**src/rtl/mnc_pkg.sv**
```systemverilog
package mnc_pkg;

    // Width that carries a level of +-1 through up to three differences (+-8).
    localparam int DIFF_W = 5;

    typedef enum logic [1:0] {
        FILL_EMPTY = 2'd0,
        FILL_ONE   = 2'd1,
        FILL_TWO   = 2'd2,
        FILL_FULL  = 2'd3
    } fill_state_t;

    // One-bit decision to signed level: 1 -> +1, 0 -> -1.
    function automatic logic signed [DIFF_W-1:0] to_level(input logic b);
        logic signed [DIFF_W-1:0] r;
        if (b) begin
            r = {{(DIFF_W-1){1'b0}}, 1'b1};
        end else begin
            r = {DIFF_W{1'b1}};
        end
        return r;
    endfunction

endpackage

```
**src/rtl/mnc_diff_chain.sv**
```systemverilog
// Cascade of ORDER first differences; each stage keeps its previous input.
module mnc_diff_chain #(
    parameter int ORDER = 2,
    parameter int W     = 5
) (
    input  logic                clk,
    input  logic                rst_n,
    input  logic                en,
    input  logic signed [W-1:0] x,
    output logic signed [W-1:0] d
);

    logic signed [W-1:0] stg [0:ORDER];

    assign stg[0] = x;

    for (genvar i = 0; i < ORDER; i++) begin : g_stage
        logic signed [W-1:0] prev;

        always_ff @(posedge clk or negedge rst_n) begin
            if (!rst_n) begin
                prev <= '0;
            end else if (en) begin
                prev <= stg[i];
            end
        end

        assign stg[i+1] = stg[i] - prev;
    end

    assign d = stg[ORDER];

    // Inputs are levels in {-1,0,+1}, so an ORDER-th difference stays in +-2^ORDER.
    AST_DIFF_BOUND: assert property (@(posedge clk) disable iff (!rst_n)
        en |-> ((int'(d) <= (1 << ORDER)) && (int'(d) >= -(1 << ORDER))));

endmodule

```
**src/rtl/mnc_delay.sv**
```systemverilog
// Strobe-enabled delay line of DEPTH samples.
module mnc_delay #(
    parameter int DEPTH = 2,
    parameter int W     = 5
) (
    input  logic                clk,
    input  logic                rst_n,
    input  logic                en,
    input  logic signed [W-1:0] x,
    output logic signed [W-1:0] q
);

    logic signed [W-1:0] tap [0:DEPTH];

    assign tap[0] = x;

    for (genvar i = 0; i < DEPTH; i++) begin : g_tap
        always_ff @(posedge clk or negedge rst_n) begin
            if (!rst_n) begin
                tap[i+1] <= '0;
            end else if (en) begin
                tap[i+1] <= tap[i];
            end
        end
    end

    assign q = tap[DEPTH];

endmodule

```
**src/rtl/mnc_fill_fsm.sv**
```systemverilog
// Counts the first strobes after reset until every history register holds a real sample.
module mnc_fill_fsm
    import mnc_pkg::*;
(
    input  logic        clk,
    input  logic        rst_n,
    input  logic        stb,
    output fill_state_t state,
    output logic        full
);

    fill_state_t state_nx;

    always_ff @(posedge clk or negedge rst_n) begin
        if (!rst_n) begin
            state <= FILL_EMPTY;
        end else begin
            state <= state_nx;
        end
    end

    always_comb begin
        state_nx = state;
        unique case (state)
            FILL_EMPTY: if (stb) state_nx = FILL_ONE;
            FILL_ONE:   if (stb) state_nx = FILL_TWO;
            FILL_TWO:   if (stb) state_nx = FILL_FULL;
            FILL_FULL:  state_nx = FILL_FULL;
            default:    state_nx = FILL_EMPTY;
        endcase
    end

    always_comb begin
        full = 1'b0;
        unique case (state)
            FILL_EMPTY, FILL_ONE, FILL_TWO: full = 1'b0;
            FILL_FULL:                      full = 1'b1;
            default:                        full = 1'b0;
        endcase
    end

    AST_FSM_IDLE_HOLD: assert property (@(posedge clk) disable iff (!rst_n)
        !stb |=> $stable(state));
    AST_FSM_FULL_KEPT: assert property (@(posedge clk) disable iff (!rst_n)
        (state == FILL_FULL) |=> (state == FILL_FULL));

endmodule

```
**src/rtl/mash211_cancel.sv**
```systemverilog
module mash211_cancel
    import mnc_pkg::*;
#(
    parameter int COEF_W = 12,
    parameter int FRAC_W = 8
) (
    input  logic                     clk,
    input  logic                     rst_n,
    input  logic                     sample_stb,
    input  logic                     bit_first,
    input  logic                     bit_second,
    input  logic                     bit_third,
    input  logic signed [COEF_W-1:0] gain_two,
    input  logic signed [COEF_W-1:0] gain_three,
    output logic signed [COEF_W+4:0] out_word,
    output logic                     out_valid
);

    // Output width: 2^FRAC_W + 12*2^(COEF_W-1) fits in COEF_W+5 signed bits.
    localparam int OUT_W = COEF_W + 5;
    // Magnitude limit used by the range check, one bit wider than the output.
    localparam logic signed [OUT_W:0] LIMIT = (OUT_W + 1)'(13) <<< (COEF_W - 1);

    logic signed [DIFF_W-1:0] lvl_a, lvl_b, lvl_c;
    logic signed [DIFF_W-1:0] a_late;
    logic signed [DIFF_W-1:0] b_diff2, b_diff2_late;
    logic signed [DIFF_W-1:0] c_diff3;
    logic signed [OUT_W-1:0]  term_a, term_b, term_c, total;
    fill_state_t              fill_state;
    logic                     hist_full;

    assign lvl_a = to_level(bit_first);
    assign lvl_b = to_level(bit_second);
    assign lvl_c = to_level(bit_third);

    // First path: plain delay, one for its own filter and one for the second combine.
    mnc_delay #(.DEPTH(2), .W(DIFF_W)) i_delay_a (
        .clk   (clk),
        .rst_n (rst_n),
        .en    (sample_stb),
        .x     (lvl_a),
        .q     (a_late)
    );

    // Second path: second-order difference, then the second combine's delay.
    mnc_diff_chain #(.ORDER(2), .W(DIFF_W)) i_diff_b (
        .clk   (clk),
        .rst_n (rst_n),
        .en    (sample_stb),
        .x     (lvl_b),
        .d     (b_diff2)
    );

    mnc_delay #(.DEPTH(1), .W(DIFF_W)) i_delay_b (
        .clk   (clk),
        .rst_n (rst_n),
        .en    (sample_stb),
        .x     (b_diff2),
        .q     (b_diff2_late)
    );

    // Third path: third-order difference, no delay.
    mnc_diff_chain #(.ORDER(3), .W(DIFF_W)) i_diff_c (
        .clk   (clk),
        .rst_n (rst_n),
        .en    (sample_stb),
        .x     (lvl_c),
        .d     (c_diff3)
    );

    mnc_fill_fsm i_fill (
        .clk   (clk),
        .rst_n (rst_n),
        .stb   (sample_stb),
        .state (fill_state),
        .full  (hist_full)
    );

    // Weighting and sum; gains are taken as they stand in the strobe cycle.
    assign term_a = OUT_W'(a_late) <<< FRAC_W;
    assign term_b = OUT_W'(gain_two) * OUT_W'(b_diff2_late);
    assign term_c = OUT_W'(gain_three) * OUT_W'(c_diff3);
    assign total  = term_a + term_b + term_c;

    always_ff @(posedge clk or negedge rst_n) begin
        if (!rst_n) begin
            out_word  <= '0;
            out_valid <= 1'b0;
        end else begin
            out_valid <= sample_stb && hist_full;
            if (sample_stb && hist_full) begin
                out_word <= total;
            end
        end
    end

    AST_VALID_AFTER_STROBE: assert property (@(posedge clk) disable iff (!rst_n)
        out_valid |-> $past(sample_stb));
    AST_NO_EARLY_VALID: assert property (@(posedge clk) disable iff (!rst_n)
        (sample_stb && (fill_state != FILL_FULL)) |=> !out_valid);
    AST_HOLD_IDLE: assert property (@(posedge clk) disable iff (!rst_n)
        !sample_stb |=> $stable(out_word));
    AST_NO_OVERFLOW: assert property (@(posedge clk) disable iff (!rst_n)
        out_valid |-> (($signed({out_word[OUT_W-1], out_word}) <= LIMIT) &&
                       ($signed({out_word[OUT_W-1], out_word}) >= -LIMIT)));

endmodule

```
**config.mk**
```make
export PLATFORM = sky130hd
export DESIGN_NAME = mash211_cancel
export DESIGN_NICKNAME = d
export VERILOG_FILES = /design/src/rtl/mnc_pkg.sv /design/src/rtl/mnc_diff_chain.sv /design/src/rtl/mnc_delay.sv /design/src/rtl/mnc_fill_fsm.sv /design/src/rtl/mash211_cancel.sv
export SDC_FILE = /design/constraint.sdc
export NUM_CORES = 1
export LEC_CHECK = 0
export BUFFER_PORTS_ARGS = -buffer_cell sky130_fd_sc_hd__buf_2
export CORE_ASPECT_RATIO = 2
export CORE_MARGIN = 5
export CORE_UTILIZATION = 57
export DETAILED_ROUTE_END_ITERATION = 8
export PLACE_DENSITY = 0.79
export SLEW_MARGIN = 10
export SYNTH_ARGS = -nofsm -noshare
export SYNTH_HDL_FRONTEND = slang
export SYNTH_SLANG_ARGS = --single-unit
```
**constraint.sdc**
```tcl
create_clock -name clk -period 6.65 [get_ports clk]
set_input_delay 0.9975 -clock clk [delete_from_list [all_inputs] [get_ports clk]]
set_output_delay 0.9975 -clock clk [all_outputs]
set_load 0.01 [all_outputs]
```
### Yosys cells after proc, flatten, opt, wreduce, memory -nomap -nowiden

Index checks and enable logic that the tools add are counted.

* input port bits: 30
* bits in latches: 0
* logic and storage cells: 38
* bits in registers: 60
* memories kept: 0
* bits in writable memories: 0
* output and inout bits: 18
* bits in read-only memories: 0

* div/mod/pow operators: 0
* reductions and logical operators: 4
* bitwise gates (word level): 0
* equality and inequality tests: 6
* multiply operators: 2
* add/subtract/negate cells: 7
* muxes and demuxes: 8
* shift-type cells: 0
* order comparisons: 0

Operators by type and width (count)
* $mul 12x5->17: 2
* $sub 5x5->5: 5
* $add 13x17->17: 1
* $add 17x17->17: 1
* $mux 5: 3
* $pmux 2 s4: 1
* $mux 2: 3
* $ne 2x2->1 const B: 3
* $eq 2x2->1 const B: 2
* $reduce_and 3->1: 1
* $reduce_or 3->1: 1
* $eq 2x1->1 const B: 1
* $logic_not 2->1: 1
* $pmux 1 s2: 1
* $logic_and 1x1->1: 1

### Longest topological paths before layout

* depth after elaboration: 6
* depth in mapped cells: 29
* mapped depth without buffers: 29

### By module

Synthesis repeated with hierarchy kept, for this count alone.

* cells, all modules: 767
* area total of the unflattened synthesis: 7557.2 µm²

Modules (own cells, without submodules)
* mash211_cancel: cells each 547, area an instance 5067.4 µm², seq. area each 450.4 µm², times used 1
* mnc_diff_chain at i_diff_c: cells each 105, area an instance 1057.3 µm², seq. area each 375.4 µm², times used 1
* mnc_diff_chain at i_diff_b: cells each 72, area an instance 721.9 µm², seq. area each 250.2 µm², times used 1
* mnc_delay at i_delay_a: cells each 26, area an instance 449.2 µm², seq. area each 250.2 µm², times used 1
* mnc_delay at i_delay_b: cells each 10, area an instance 181.4 µm², seq. area each 125.1 µm², times used 1
* mnc_fill_fsm: cells each 7, area an instance 80.1 µm², seq. area each 50.0 µm², times used 1

### Least setup slack after synthesis

No wires, ideal clock.

* path kind: input to register
* start point: in bit_third
* end point: reg out_word[13]
* stages: 26
* path slack: -932 ps
* required time: 6519 ps
* path buffers: 0
* library setup time: 131 ps
* data arrival time: 7452 ps
* cell sequence: inv_1 > ha_1 > inv_1 > fa_1 > fa_1 > ha_1 > nor2b_1 > o21ai_0 > nand2b_1 > xor2_1 > or2b_1 > fa_1 > fa_1 > inv_1 > fa_1 > fa_1 > inv_1 > fa_1 > inv_1 > ha_1 > o21a_1 > o21a_1 > nor2b_1 > a311oi_1 > xor2_1 > o21ai_1

RTL lines
* from (decl): RTL line mash211_cancel.sv:12 `input logic bit_third,`
* to (signal assigned): RTL line mash211_cancel.sv:92 `out_word <= total;`
* to (decl): RTL line mash211_cancel.sv:15 `output logic signed [COEF_W+4:0] out_word,`

==> impl_metrics.ini <==
[run_status]
status = finished, violations left
failed_checks = negative setup slack

[setup_path]
worstSetupPathType = in -> reg
crit_start = bit_third
r2r-start = i_diff_c.g_stage[0].prev[3]
cp.arrival_ps = 7420
worstPathMaxFanout = 4
crit_path_end_kind = register
cp-start-kind = input pin
worstPathRequired_ps = 6870

[sta]
finalClockSkew_ps = 5.503
rsz0062_at_grt = yes
slew_viol_final = 0
hold_viol = 0
timing.final.ws_setup_ps = -552.3
setup_viol = 12
hold_ws_ps = 473.9
max_freq_mhz = 138.8
finalCriticalPeriod_ps = 7202
relSlewSlack = 0.3913
tightest_slew_ps = 913.1
setup_tns_ps = -4153
fin_crit_sh = 1.083

[global_route]
track_usage = 0.2519
grt-ovfl-total = 0
first_global_vias = 5553
antenna_found_initial = 0
grt_max_degree = 41
grt_first_pass_wirelength_mm = 25.88

[logic_synthesis]
synth_area_mm2 = 0.006191
synth_top_area_frac = 0.3686
ys_ff_latch = 40
syn-num-nets = 858
synthTopCellsByArea = fa_1 (37%), dfrtp_1 (16%), ha_1 (10%)
async_reset_ff_frac = 1.000
avgSynthCellArea_um2 = 9.324
synthDistinctLibCells = 44
yosysTopAreaCell = fa_1
ys_seq_area_frac = 0.1617
synth_flop_cell = dfrtp_1
netlist_instances = 664
synth_edf_count = 0
yosysWarnings = 0

[worst_hold_path]
hp-start = out_word[1]
min_path_type = reg -> reg

[placement]
io_buffers = 47
place_congestion = 1.034
place_area_mm2 = 0.007127
hpwl_mm = 12.99

[die]
die_area_mm2 = 0.01317
start_util = 0.5727
ios = 48
coreArea_mm2 = 0.01081
die_x_um = 83.69
die_y_um = 157.4
std_cell_rows = 54

[job]
cap_violations = 0

[routing]
vias_per_cell = 5.419
drc_errors = 0
routed_wl_mm = 15.85
vias = 4910
drt-initial-drc-count = 246
ant_nets = 0
wl_per_cell_um = 17.50
first_pass_iters = 4

[final_layout]
utilization = 0.7023
drive_gt1_frac = 0.2533
layout_common_cells = inv_1 (142), fa_1 (105), nand2_1 (83)
fin_area_mm2 = 0.007592
area_growth_pct = 22.64
diodes = 0
final_nets = 959
final_common_cell = inv_1

[clock_tree]
cts_tree = built
clk_pin_slew_ps = 60
clock-sinks = 40
clock_path_buffers = 2
insertion_delay_ps = 290
root_buffer = clkbuf_16
cts_made_buffers = 5
hold_buffers = 0
h-tree-depth = 2
[path summary, 6_finish.rpt]
path | endpoint | slack [ps] | depth (start not counted)
setup / recovery | out_word[16] | -550 | 28
min in group asynchronous | out_word[4] | 840 | 1
hold reg to reg | out_word[1] | 470 | 2
hold / removal | out_word[1] | 470 | 2
setup reg to reg | out_word[16] | -150 | 27
max in group asynchronous | i_diff_c.g_stage[2].prev[2] | 5230 | 1
[registers in the layout (all words and copies together), names as in the netlist]
| name | count |
|---|---|
| out_word | 17 |
| i_diff_b.g_stage.prev | 4 |
| i_fill.state | 2 |
| i_diff_c.g_stage.prev | 7 |
| i_delay_b.q | 5 |
| i_delay_a.tap | 2 |
| out_valid | 1 |
| i_delay_a.q | 2 |
[layout make-up]
type	count	area [um2]
inverter	160	618.1
sequential	40	1001
clock buffer	5	125.1
multi-input combinational	449	4890
fill	789	3218
timing repair buffer	109	740.7
tap	140	175.2
clock inverter	3	42.54
[cell usage after synthesis, drive strengths merged (5+ instances only)]
cell type / instances
inv: 159
fa: 114
nand2: 86
ha: 50
dfrtp: 40
nand2b: 32
and2: 21
nor2: 20
o21ai: 20
a21oi: 17
xnor2: 15
nor2b: 14
clkbuf: 13
xor2: 10
nand3: 7
mux2i: 6
o21a: 5
[worst max-delay path, stage by stage]
cell	delay (ps)
buf_8	90
inv_8	30
ha_4	260
inv_4	40
fa_2	330
fa_2	570
ha_4	220
nor2b_1	120
o21ai_1	120
nand2b_1	140
xor2_4	200
buf_6	160
inv_8	70
nor2_2	40
fa_1	500
inv_1	60
fa_1	480
fa_1	560
inv_1	60
fa_1	530
inv_1	70
fa_1	610
inv_1	90
ha_1	250
nor4_2	310
nand3_1	150
a211o_1	280
nand3_1	90
[per-layer routing]
metal	track usage	part of all wire	vias up
met5	0	0	-
met3	0.03143	0.031	91
met4	0.1756	0.084	0
met1	0.2275	0.29	2463
met2	0.5013	0.59	166
li1	-	-	2190
[through the flow]
| step | setup slack, ps | instances |
|---|---|---|
| after floorplan | -420.7 | 664 |
| after global placement | -818.0 | 888 |
| after detailed placement | -918.3 | 888 |
| final | -552.3 | 906 |
| after global routing | -720.8 | 906 |
| after CTS | -491.5 | 900 |
[cell families (layout without fill, tap and decap cells)]
family,Yosys count,in the layout,synth area share
compound gates,62,62,0.06306
xor+xnor,25,25,0.03537
fa+ha+maj,164,164,0.4697
buf+inv,175,277,0.1061
flops,40,40,0.1617
mux,10,10,0.01698
simple gates,188,188,0.1471
[what timing repair did]
item | CTS | global route
pin swaps | 21 | 24
buffers inserted | 5 | 6
gates cloned | 0 | 0
endpoints found under the setup margin | 12 | 13
resized for setup | 40 | 22
Power is not shown: default switching activity piles up to over one toggle a cycle in this logic, so the estimate is an artifact.
